$ cat src/rtl/sip_pkg.sv
package sip_pkg;
  typedef enum logic {
    SIP_PORT_A = 1'b0,
    SIP_PORT_B = 1'b1
  } sip_port_e;

  function automatic int ibf_pin(sip_port_e p);
    return (p == SIP_PORT_A) ? 5 : 1;
  endfunction

  function automatic int intr_pin(sip_port_e p);
    return (p == SIP_PORT_A) ? 3 : 0;
  endfunction

  function automatic int ie_bit(sip_port_e p);
    return (p == SIP_PORT_A) ? 4 : 2;
  endfunction
endpackage

$ cat src/rtl/sip_edge_sync.sv
module sip_edge_sync #(
  parameter int   STAGES  = 2,
  parameter logic IDLE_LV = 1'b1
) (
  input  logic clk,
  input  logic rst_n,
  input  logic async_i,
  output logic rise_o,
  output logic fall_o
);
  logic [STAGES-1:0] sync_q;
  logic              prev_q;

  always_ff @(posedge clk) begin
    if (!rst_n) begin
      sync_q <= {STAGES{IDLE_LV}};
      prev_q <= IDLE_LV;
    end else begin
      sync_q <= {sync_q[STAGES-2:0], async_i};
      prev_q <= sync_q[STAGES-1];
    end
  end

  assign rise_o = sync_q[STAGES-1] & ~prev_q;
  assign fall_o = ~sync_q[STAGES-1] & prev_q;
endmodule

$ cat src/rtl/sip_cmd_dec.sv
module sip_cmd_dec #(
  parameter int IE_BIT = 4
) (
  input  logic       clk,
  input  logic       rst_n,
  input  logic       wr_i,
  input  logic [7:0] wdata_i,
  output logic       ie_o
);
  logic ie_q;
  logic hit;

  assign hit = wr_i && !wdata_i[7] && (wdata_i[6:4] == 3'b000)
               && (wdata_i[3:1] == 3'(IE_BIT));

  always_ff @(posedge clk) begin
    if (!rst_n) ie_q <= 1'b0;
    else if (hit) ie_q <= wdata_i[0];
  end

  assign ie_o = ie_q;

  // mode words never touch the enable
  a_r7_mode_word_ignored: assert property (@(posedge clk) disable iff (!rst_n)
    (wr_i && wdata_i[7]) |=> $stable(ie_q));
endmodule

$ cat src/rtl/sip_hs_ctrl.sv
module sip_hs_ctrl #(
  parameter int DATA_W = 8
) (
  input  logic              clk,
  input  logic              rst_n,
  input  logic [DATA_W-1:0] data_i,
  input  logic              stb_rise_i,
  input  logic              rd_fall_i,
  input  logic              rd_rise_i,
  input  logic              ie_i,
  output logic [DATA_W-1:0] latch_o,
  output logic              ibf_o,
  output logic              intr_o
);
  logic [DATA_W-1:0] latch_q;
  logic              ibf_q;
  logic              pend_q;

  always_ff @(posedge clk) begin
    if (!rst_n) begin
      latch_q <= '0;
      ibf_q   <= 1'b0;
      pend_q  <= 1'b0;
    end else if (stb_rise_i) begin
      latch_q <= data_i;
      ibf_q   <= 1'b1;
      pend_q  <= 1'b1;
    end else begin
      if (rd_rise_i) begin
        ibf_q  <= 1'b0;
        pend_q <= 1'b0;
      end
      if (rd_fall_i) pend_q <= 1'b0;
    end
  end

  assign latch_o = latch_q;
  assign ibf_o   = ibf_q;
  assign intr_o  = pend_q & ie_i;

  a_r2_ibf_follows_strobe: assert property (@(posedge clk) disable iff (!rst_n)
    $rose(ibf_q) |-> $past(stb_rise_i));
  a_r4_intr_needs_ibf: assert property (@(posedge clk) disable iff (!rst_n)
    intr_o |-> ibf_q);
  a_r5_read_start_drops_intr: assert property (@(posedge clk) disable iff (!rst_n)
    (rd_fall_i && !stb_rise_i) |=> !intr_o);
  a_r3_read_end_drops_ibf: assert property (@(posedge clk) disable iff (!rst_n)
    (rd_rise_i && !stb_rise_i) |=> !ibf_q);
  a_r8_overwrite_keeps_ibf: assert property (@(posedge clk) disable iff (!rst_n)
    (stb_rise_i && ibf_q) |=> ibf_q);
endmodule

$ cat src/rtl/sip_strobed_in.sv
module sip_strobed_in
  import sip_pkg::*;
#(
  parameter sip_port_e PORT_SEL    = SIP_PORT_A,
  parameter int        DATA_W      = 8,
  parameter int        SYNC_STAGES = 2
) (
  input  logic              clk,
  input  logic              rst_n,
  input  logic [DATA_W-1:0] ext_data_i,
  input  logic              stb_n_i,
  input  logic              rd_n_i,
  input  logic              cmd_wr_i,
  input  logic [7:0]        cmd_data_i,
  output logic [DATA_W-1:0] rd_data_o,
  output logic              ibf_o,
  output logic              intr_o,
  output logic [7:0]        pc_out_o,
  output logic [7:0]        pc_oe_o
);
  localparam int IBF_PIN  = ibf_pin(PORT_SEL);
  localparam int INTR_PIN = intr_pin(PORT_SEL);
  localparam int IE_BIT   = ie_bit(PORT_SEL);

  logic stb_rise, stb_fall, rd_rise, rd_fall, ie;
  logic ibf, intr;

  sip_edge_sync #(.STAGES(SYNC_STAGES), .IDLE_LV(1'b1)) u_stb_sync (
    .clk(clk), .rst_n(rst_n), .async_i(stb_n_i),
    .rise_o(stb_rise), .fall_o(stb_fall));

  sip_edge_sync #(.STAGES(SYNC_STAGES), .IDLE_LV(1'b1)) u_rd_sync (
    .clk(clk), .rst_n(rst_n), .async_i(rd_n_i),
    .rise_o(rd_rise), .fall_o(rd_fall));

  sip_cmd_dec #(.IE_BIT(IE_BIT)) u_cmd (
    .clk(clk), .rst_n(rst_n), .wr_i(cmd_wr_i), .wdata_i(cmd_data_i),
    .ie_o(ie));

  sip_hs_ctrl #(.DATA_W(DATA_W)) u_ctrl (
    .clk(clk), .rst_n(rst_n), .data_i(ext_data_i),
    .stb_rise_i(stb_rise), .rd_fall_i(rd_fall), .rd_rise_i(rd_rise),
    .ie_i(ie), .latch_o(rd_data_o), .ibf_o(ibf), .intr_o(intr));

  assign ibf_o  = ibf;
  assign intr_o = intr;

  for (genvar i = 0; i < 8; i++) begin : g_pc
    if (i == IBF_PIN) begin : g_ibf
      assign pc_out_o[i] = ibf;
      assign pc_oe_o[i]  = 1'b1;
    end else if (i == INTR_PIN) begin : g_intr
      assign pc_out_o[i] = intr;
      assign pc_oe_o[i]  = 1'b1;
    end else begin : g_free
      assign pc_out_o[i] = 1'b0;
      assign pc_oe_o[i]  = 1'b0;
    end
  end

  // strobe falling edge alone changes nothing visible
  a_r2_fall_no_flag: assert property (@(posedge clk) disable iff (!rst_n)
    (stb_fall && !ibf) |=> !ibf);
endmodule

$ cat config.mk
export PLATFORM = sky130hd
export DESIGN_NAME = sip_strobed_in
export DESIGN_NICKNAME = d
export VERILOG_FILES = /design/src/rtl/sip_pkg.sv /design/src/rtl/sip_edge_sync.sv /design/src/rtl/sip_cmd_dec.sv /design/src/rtl/sip_hs_ctrl.sv /design/src/rtl/sip_strobed_in.sv
export SDC_FILE = /design/constraint.sdc
export NUM_CORES = 1
export LEC_CHECK = 0
export ABC_AREA = 1
export CORE_ASPECT_RATIO = 1.5
export CORE_UTILIZATION = 23
export CTS_BUF_LIST = sky130_fd_sc_hd__clkbuf_4
export DETAILED_ROUTE_END_ITERATION = 6
export PLACE_DENSITY = 0.65
export SLEW_MARGIN = 30
export SYNTH_ARGS = -nofsm -noshare
export SYNTH_HDL_FRONTEND = slang
export SYNTH_SLANG_ARGS = --single-unit
$ cat constraint.sdc
create_clock -name clk -period 1.47 [get_ports clk]
set_clock_uncertainty 0.2 [all_clocks]
set_input_delay 0.294 -clock clk [delete_from_list [all_inputs] [get_ports clk]]
set_output_delay 0.294 -clock clk [all_outputs]
set_load 0.005 [all_outputs]
Yosys cells after proc, flatten, opt, wreduce, memory -nomap -nowiden. Cells that the tools add are included.

Mux-type cells: 4. Bitwise logic cells: 7. Reduce and logical (&&, ||, !) cells: 7. Equal/unequal tests: 1.

Operator list (number): $and A1 B1 Y1 (4); $mux W1 (4); $eq A3 B3 Y1 const B (1); $logic_and A1 B1 Y1 (3); $logic_not A3 Y1 (1); $not A1 Y1 (3); $reduce_bool A3 Y1 (1); $reduce_bool A2 Y1 (1); $logic_not A1 Y1 (1).

Output and inout port bits: 26. Register bits after elaboration: 17. Logic and storage cells: 27. Input port bits: 21.

Depth between registers and ports, before layout. Gate-level depths: netlist (run 1).

Depth after elaboration: 5. Gate-level depth with buffers: 6. Mapped depth without buffers: 6.

Hierarchy. From an unflattened synthesis (run 1), not the netlist that was laid out.

Cells, all modules: 104. Area, all modules: 748.2 µm².

Modules (own cells, without submodules): sip_hs_ctrl (area an instance 341.6 µm², cells each 44, seq. area each 200.2 µm², times used 1); sip_edge_sync (area an instance 93.8 µm², cells each 12, seq. area each 60.1 µm², times used 2); sip_strobed_in (area an instance 127.6 µm², cells each 18, seq. area each 0.0 µm², times used 1); sip_cmd_dec (area an instance 91.3 µm², cells each 18, seq. area each 20.0 µm², times used 1).

Worst setup path after synthesis (run 1). Ideal clock, no wire load.

Kind: reg2reg. Start: register u_rd_sync.prev_q. End: register u_ctrl.pend_q. Buffers on the path: 0. Library setup time: 0.114 ns. Data required time: 1.156 ns. Data arrival time: 0.707 ns. Stages on the path, launching flop included: 5. Period minus slack after synthesis: 1.021 ns. Setup slack: 0.449 ns. Cells stage by stage: dfxtp_1 inv_1 ha_1 nand2_1 a21oi_2.

Longest elaborated chain between the ends: 3. Elaborated cells between the ends (all ways): 6. Those cells by class: mux: 2; bitwise: 3; reduce/logical: 1.

RTL lines: from (decl) (line sip_edge_sync.sv:12) `logic prev_q;`; from (signal assigned) (line sip_edge_sync.sv:20) `prev_q <= sync_q[STAGES-1];`; $and A1 B1 Y1 or $not A1 Y1 (tied branches) (line sip_edge_sync.sv:25, sip_edge_sync.sv:24); $mux W1 or $and A1 B1 Y1 (tied branches) (line sip_hs_ctrl.sv:33, sip_edge_sync.sv:24); $mux W1 or $reduce_bool A3 Y1 (tied branches); to (signal assigned) (line sip_hs_ctrl.sv:23) `pend_q <= 1'b0;`; to (signal assigned) (line sip_hs_ctrl.sv:27) `pend_q <= 1'b1;`; to (signal assigned) (line sip_hs_ctrl.sv:33) `if (rd_fall_i) pend_q <= 1'b0;`; to (decl) (line sip_hs_ctrl.sv:17) `logic pend_q;`.

Several ways; a longest one is shown, not always the timed one. A chain may end at the register's enable or synchronous reset.

Worst setup path in the final report (run 1).
Start: register u_ctrl.latch_q[7] (netlist: u_ctrl.latch_o[7]). End: output port rd_data_o[7].

RTL lines: from (decl) (line sip_hs_ctrl.sv:15) `logic [DATA_W-1:0] latch_q;`; from (signal assigned) (line sip_hs_ctrl.sv:25) `latch_q <= data_i;`; to (decl) (line sip_strobed_in.sv:15) `output logic [DATA_W-1:0] rd_data_o,`.

No word-level cell between the ends.

==> results of run 1 <==
## kinds of logic after synthesis
group                      synth area share (%)
and+or+nand+nor                            21.3
buffers and inverters                      23.6
DFF                                        44.8
AOI/OAI and AO/OA                          7.74
other                                     0.989
adders and majority gates                  1.65
## state kept, by name (all words and copies together) (netlist names)
register / cells
u_rd_sync.prev_q: 1
u_ctrl.pend_q: 1
u_ctrl.ibf_o: 1
u_rd_sync.sync_q: 2
u_ctrl.latch_o: 8
u_cmd.ie_o: 1
u_stb_sync.sync_q: 2
u_stb_sync.prev_q: 1
## through the flow
stage	area, µm²	hold WS (ns)
detailed placement	1070	0.196
finish	1090	0.217
CTS	1100	0.222
global route	1090	0.237
global placement	1070	0.188
floorplan	805	0.186
## worst max-delay path by stage
stage | startpoint | endpoint | slack, ns | cells after the start
3_3_place_gp | cmd_data_i[3] | u_cmd.ie_o | 0.004 | 6
6_report | u_ctrl.latch_o[7] | rd_data_o[7] | 0.1 | 1
5_1_grt | u_ctrl.latch_o[4] | rd_data_o[4] | 0.05 | 1
4_1_cts | u_cmd.ie_o | pc_out_o[3] | 0.02 | 3
2_1_floorplan | u_rd_sync.prev_q | u_ctrl.pend_q | 0.45 | 4
3_5_place_dp | cmd_data_i[3] | u_cmd.ie_o | 0.008 | 6
## per-layer routing
| layer | up-vias | track usage (%) | part of all wire [%] |
|---|---|---|---|
| li1 | 325 | - | - |
| met2 | 35 | 15.4 | 51 |
| met1 | 286 | 7.98 | 38 |
| met5 | - | 0 | 0 |
| met3 | 5 | 2.10 | 8.1 |
| met4 | 0 | 8.17 | 2.8 |
## layout make-up
type	count	area, µm²
Clock buffer	3	22.5
Clock inverter	1	5.00
Tap cell	40	50.0
Sequential cell	17	349
Fill cell	340	2070
Multi-Input combinational cell	61	285
Timing Repair Buffer	36	324
Inverter	13	53.8
## cell usage in the layout (no fill, tap or decap), types with 2 or more instances in the layout
cell / count
o21ai_0: 8
clkbuf_4: 3
nor2_1: 19
nand2_1: 9
dlygate4sd2_1: 9
conb_1: 14
clkdlybuf4s50_1: 20
a21oi_1: 2
dfxtp_2: 7
inv_1: 10
clkbuf_2: 3
or2_1: 5
inv_2: 2
dfxtp_1: 10
buf_4: 4
## what timing repair did
item                                    4_1_cts  5_1_grt
endpoints found under the setup margin       12        3
setup buffers                                 1        0
gates resized for setup                      22        3
## where the power goes
group	leakage (nW)	internal, mW	switching, mW
Sequential	0.142	0.477	0.00631
Combinational	0.398	0.0739	0.0458
Clock	0.0177	0.101	0.146
==> run metrics, run 1 <==
Power Density roughly 780 nW/µm²; Final nets ~150; Pins Over Slew Limit 0; critical path class flop to output port; io pins 47; pre-CTS setup slack 0.00766 ns; top post-synthesis cells by area dfxtp_1, buf_4, nor2_1, o21ai_0, inv_1; Max Cap Violations 0; top-count cell post-synth nor2_1; Initial Util roughly a quarter; fmax around 730 MHz; Worst EP arrival 0.88 ns; Rows 25; vias 651; global-route wire length before repair between 2000 and 2500 µm; Syn-to-layout area delta 43.5%; CTS tree built; syn_area_per_cell a little under 8 µm²; Fin. Hold Viols 0; drt total wl around 1500 µm; hold path depth 1; antenna viol nets, final 0; critical path capture point type output port; Startpoint Class flop; LEAKAGE about 0.56 nW; Worst-Skew Late Latency between 0.2 and 0.3 ns; R2R cell count 4; Initial DRC Count 6; layout cell share with drive strength beyond 1 roughly 18%; post-DP HPWL ~1200 µm; clk sinks 17; DR pass1 iterations 4; asr flop ratio synth 0%; utilization after layout 34.5%; CTS Buf Count 3; Die Footprint between 3000 and 4000 µm²; setup TNS 0 ns; DIE HEIGHT about 72 µm; Critical Path, Cell by Cell dlygate4sd2_1; Hold Path Class flop to flop; Power Total 0.850 mW; number of global-route vias before repair between 600 and 700; non-filler cells, final between 150 and 200; top cell type's share of synthesized area 44.8%; hold path start u_rd_sync.sync_q[0]; min cycle time layout 1.37 ns; total global routing overflow 0; Primary FF master, synth dfxtp_1; FF-to-FF setup slack between 0.3 and 0.4 ns; family with the most delay on the worst path flip-flops; Seq cells post-synth 17; crit path max fanout 2; maximum VDD drop 0.000562 V; mapped cell area 759 µm²; WP buf/inv 1; final worst slack 0.0989 ns; Clock Path Buffers 2; WL/cell a little under 9 µm; CP required about 0.98 ns; clk root buf clkbuf_4; Tcrit/Tclk final 93.3%; synth cell count leaders nor2_1, dfxtp_1, buf_4; pin count of the biggest net entering global routing 11; port bufs 32; Core ar. about 3200 µm²; synth unique cells 16; Overall Global Routing Usage roughly 8.7%; RR Startpoint u_stb_sync.prev_q; RSZ-0062 raised after global routing no; Placer Congestion about 0.60; reg2reg end u_ctrl.latch_o[0]; Reg clk slew, reported paths about 0.10 ns; status finished clean; initial antenna violation count 0; Final setup viols 0; Chip Width ~50 µm; H-tree Lvls 1; drt drc 0; Cells after Synth 96; Critical-path top delay cell dfxtp_1; placed insts ~170; diodes inserted 0; EDFF count, synth 0; sequential area share after synthesis 44.8%; Vias/cell between 3 and 4; CP max stage delay approximately 0.32 ns; hold path endpoint u_rd_sync.sync_q[1]; YS warnings 0; cts hold-fix bufs 0; cell taking the most area after synthesis dfxtp_1
(Power assumes the default switching activity.)
==> inputs of run 2 (changes only) <==
CORE_UTILIZATION = 25   (was 23)
PLACE_DENSITY = 0.69   (was 0.65)
==> run 2 against run 1 <==
Net effect: non-clock buffer count shrank 2; sequential cell count unchanged; die area is 7.7% lower; count of clock-buffer cells in the layout grew 1; sequential share of layout area up 0.27 points.
==> run metrics, run 2 (synthesis results as in run 1) <==
status finished clean; CP required approximately 0.98 ns; DR pass1 iterations 2; Fin. Hold Viols 0; RSZ-0062 raised after global routing no; most common cell after layout, fill and taps aside clkdlybuf4s50_1; Startpoint Class flop; drt drc 0; H-tree Lvls 1; Initial Util between 20% and 30%; Reg clk slew, reported paths approximately 0.090 ns; Vias/cell 3.75; Final nets around 150; clk root buf clkbuf_4; Clock Path Buffers 2; Final setup viols 0; CP endpoint intr_o; antenna viol nets, final 0; critical path capture point type output port; initial antenna violation count 0; Syn-to-layout area delta 43.3%; port bufs 32; cts hold-fix bufs 0; CTS tree built; FF-to-FF setup slack around 0.4 ns; Core ar. around 3000 µm²; Power Density between 700 and 800 nW/µm²; RR Startpoint u_stb_sync.prev_q; Max Cap Violations 0; number of global-route vias before repair 590; setup TNS 0 ns; Worst EP arrival ~0.9 ns; Worst-Skew Late Latency between 0.2 and 0.3 ns; diodes inserted 0; Hold Path Class flop to flop; total global routing overflow 0; Tcrit/Tclk final 95.7%; reg2reg end u_ctrl.latch_o[4]; global-route wire length before repair approximately 2300 µm; critical path class flop to output port; drt total wl 1560 µm; Initial DRC Count 11; layout cell share with drive strength beyond 1 16.3%; maximum VDD drop 0.000335 V; R2R cell count 4; commonest cells after routing, fill and taps aside clkdlybuf4s50_1, nor2_1, conb_1; WL/cell slightly above 9 µm; CTS Buf Count 3; min cycle time layout approximately 1.4 ns; io pins 47; Die Footprint 3270 µm²; pin count of the biggest net entering global routing 11; crit path max fanout 2; Pins Over Slew Limit 0; DIE HEIGHT around 70 µm; Setup crit start u_cmd.ie_o; Overall Global Routing Usage 9.87%; fmax around 710 MHz; Placer Congestion approximately 0.66; Chip Width around 47 µm; Hold Worst Slack about 0.22 ns; clk sinks 17; LEAKAGE between 0.5 and 0.6 nW; vias 630; Rows 24; post-DP HPWL 1230 µm; Largest register FFs 8
run 2: changes by cell type in the layout (fill, tap and decap cells not counted), sizes merged:
cell           previous run  this run
buf                       4         2
clkbuf                    6         5
clkdlybuf4s15             0         2
clkinv                    1         0
run 2: critical path, stage by stage, from the launching register on:
cell             delay (ns)
dfxtp_2                0.34
nand2_1                0.05
inv_1                  0.06
clkdlybuf4s15_1        0.20
run 2: power breakdown:
group          switching [mW]  internal (mW)
combinational          0.0456         0.0709
sequential            0.00683          0.477
clock                   0.126          0.123
run 2: cell type report:
cell class,count,area [µm²]
clock buffer,4,30.0
inverter,13,53.8
multi-input combinational,61,285
timing repair buffer,34,319
fill,315,1820
sequential,17,352
tap,39,48.8
run 2: what timing repair did:
action	CTS	global route
resized for setup	22	3
setup endpoints to repair	12	2
setup buffers	1	0
gates cloned	0	0
run 2: how the worst min path moves through the flow:
| stage | slack (ns) | startpoint | to | depth (start not counted) |
|---|---|---|---|---|
| 5_1_grt | 0.24 | u_rd_sync.sync_q[0] | u_rd_sync.sync_q[1] | 1 |
| 2_1_floorplan | 0.19 | u_rd_sync.sync_q[0] | u_rd_sync.sync_q[1] | 1 |
| 4_1_cts | 0.22 | u_rd_sync.sync_q[0] | u_rd_sync.sync_q[1] | 1 |
| 3_3_place_gp | 0.19 | u_rd_sync.sync_q[0] | u_rd_sync.sync_q[1] | 1 |
| 3_5_place_dp | 0.20 | u_stb_sync.sync_q[0] | u_stb_sync.sync_q[1] | 1 |
| 6_report | 0.22 | u_rd_sync.sync_q[0] | u_rd_sync.sync_q[1] | 1 |
run 2: metal layers:
layer / routed length, µm / global-route usage, %
met5: 0 / 0
met4: 15 / 3.81
met3: 138 / 3.13
met2: 854 / 18.8
met1: 547 / 8.52
run 2: stage by stage:
| stage | cells | instance area [µm²] | worst slack (ns) | total power, mW | util, % |
|---|---|---|---|---|---|
| 5_1_grt | 168 | 1090 | 0.000160 | 0.909 | 37.4 |
| 6_report | 168 | 1090 | 0.0635 | 0.850 | 37.4 |
| 2_1_floorplan | 108 | 805 | 0.449 | 0.563 | - |
| 3_3_place_gp | 163 | 1060 | 0.0569 | 0.612 | 36.3 |
| 3_5_place_dp | 163 | 1060 | 0.0102 | 0.616 | 36.3 |
| 4_1_cts | 168 | 1090 | 0.00483 | 0.872 | 37.5 |
==> inputs of run 3 (changes only) <==
CTS_BUF_LIST = unset   (was sky130_fd_sc_hd__clkbuf_4)
==> run 3 against run 2 <==
Net effect: clock power is 32% higher; non-clock buffer count down 1; sequential power is essentially flat; setup slack improved by 0.011 ns; critical endpoint unchanged; highest routed layer unchanged.
==> run metrics, run 3 (synthesis results as in run 1) <==
critical path capture point type output port; critical path class flop to output port; Max Cap Violations 0; Vias/cell approximately 3.7; antenna viol nets, final 0; H-tree Lvls 1; Fill cells around 310; port bufs 32; pin count of the biggest net entering global routing 11; io pins 47; setup TNS 0 ns; Chip Width 47.0 µm; DR pass1 iterations 2; CTS Buf Count 3; layout cell share with drive strength beyond 1 9.38%; CP max stage delay 0.32 ns; Reg clk slew, reported paths approximately 0.060 ns; Worst EP arrival about 0.9 ns; CTS tree built; total global routing overflow 0; Initial Util between 20% and 30%; Syn-to-layout area delta 43.5%; Post-CTS Setup Repair Bufs 0; Initial DRC Count 10; fmax around 720 MHz; cts hold-fix bufs 0; final worst slack roughly 0.074 ns; Fin. Hold Viols 0; Final setup viols 0; Finished Cell Area around 1100 µm²; min cycle time layout approximately 1.4 ns; clk root buf clkbuf_8; maximum VDD drop roughly 0.00034 V; Final nets about 150; drt drc 0; Clock Path Buffers 2; WL/cell between 9 and 10 µm; Largest register FFs 8; vias between 600 and 700; placed insts 163; drt total wl 1540 µm; RSZ-0062 raised after global routing no; Rows 24; number of global-route vias before repair 569; Critical Path, Cell by Cell nand2_1 -> inv_1 -> dlygate4sd2_1; Overall Global Routing Usage a little under 10%; Die Footprint roughly 3300 µm²; clk sinks 17; initial antenna violation count 0; DIE HEIGHT around 70 µm; Tcrit/Tclk final 94.9%; dpl cell area approximately 1100 µm²; Critical-path top delay cell dfxtp_2; CP required 0.98 ns; Hold Path Class flop to flop; Core ar. just under 3000 µm²; crit path max fanout 2; global-route wire length before repair 2220 µm; commonest cells after routing, fill and taps aside clkdlybuf4s50_1, nor2_1, conb_1, dfxtp_1, dlygate4sd2_1; most common cell after layout, fill and taps aside clkdlybuf4s50_1; status finished clean; Power Density ~850 nW/µm²; Placer Congestion between 0.6 and 0.7; Startpoint Class flop; Hold Worst Slack between 0.2 and 0.25 ns; LEAKAGE approximately 0.56 nW; post-DP HPWL about 1200 µm; pre-CTS setup slack 0.0102 ns; non-filler cells, final between 150 and 200; Pins Over Slew Limit 0; Worst-Skew Late Latency 0.24 ns; diodes inserted 0
[run 3: changes by cell type in the layout (fill, tap and decap cells not counted)]
cell | before | now
dfxtp_1 | 8 | 14
dfxtp_2 | 9 | 3
clkbuf_4 | 4 | 0
clkbuf_8 | 0 | 3
dlygate4sd2_1 | 9 | 12
clkdlybuf4s15_1 | 2 | 0
buf_4 | 2 | 1
clkbuf_1 | 0 | 1
clkbuf_2 | 1 | 0
[run 3: what timing repair did]
action                                  in CTS  in global routing
endpoints found under the setup margin      12                  0
hold endpoints to repair                     0                  0
resized for setup                           15                  0
[run 3: critical path, delay by kind of cell (launching register included)]
family	cells	cell delay (ns)
buffers and inverters	2	0.29
DFF	1	0.32
and+or+nand+nor	1	0.06
[run 3: through the flow]
stage	utilization, %	power, mW
2_1_floorplan	-	0.563
3_3_place_gp	36.3	0.612
3_5_place_dp	36.3	0.616
4_1_cts	37.4	0.948
5_1_grt	37.4	0.980
6_report	37.4	0.927
[run 3: cell type report]
| class | instances | area, µm² | share of cell area, % |
|---|---|---|---|
| flip-flops and latches | 17 | 344 | 31.6 |
| repair buffers | 33 | 313 | 28.7 |
| multi-input cells | 61 | 285 | 26.2 |
| inverters | 13 | 53.8 | 4.94 |
| well taps | 39 | 48.8 | 4.48 |
| clock buffers | 4 | 45.0 | 4.13 |
[run 3: worst paths after layout]
| path | start | endpoint | slack [ns] | cells after the start |
|---|---|---|---|---|
| min reg2reg | u_rd_sync.sync_q[0] | u_rd_sync.sync_q[1] | 0.21 | 1 |
| max reg2reg | u_stb_sync.prev_q | u_ctrl.latch_o[4] | 0.40 | 4 |
| min | u_rd_sync.sync_q[0] | u_rd_sync.sync_q[1] | 0.21 | 1 |
| max | u_cmd.ie_o | intr_o | 0.07 | 3 |
[run 3: routing by layer]
metal	up-vias	part of all wire, %	GRT usage, %
li1	321	-	-
met1	267	36	8.70
met2	32	54	17.9
met3	2	9.0	3.13
met4	0	0.97	3.81
met5	-	0	0
[run 3: power breakdown]
| part | internal [mW] | switching, mW | total [mW] |
|---|---|---|---|
| registers | 0.477 | 0.00692 | 0.484 |
| clock network | 0.191 | 0.137 | 0.328 |
| logic | 0.0697 | 0.0451 | 0.115 |
| total | 0.738 | 0.189 | 0.927 |
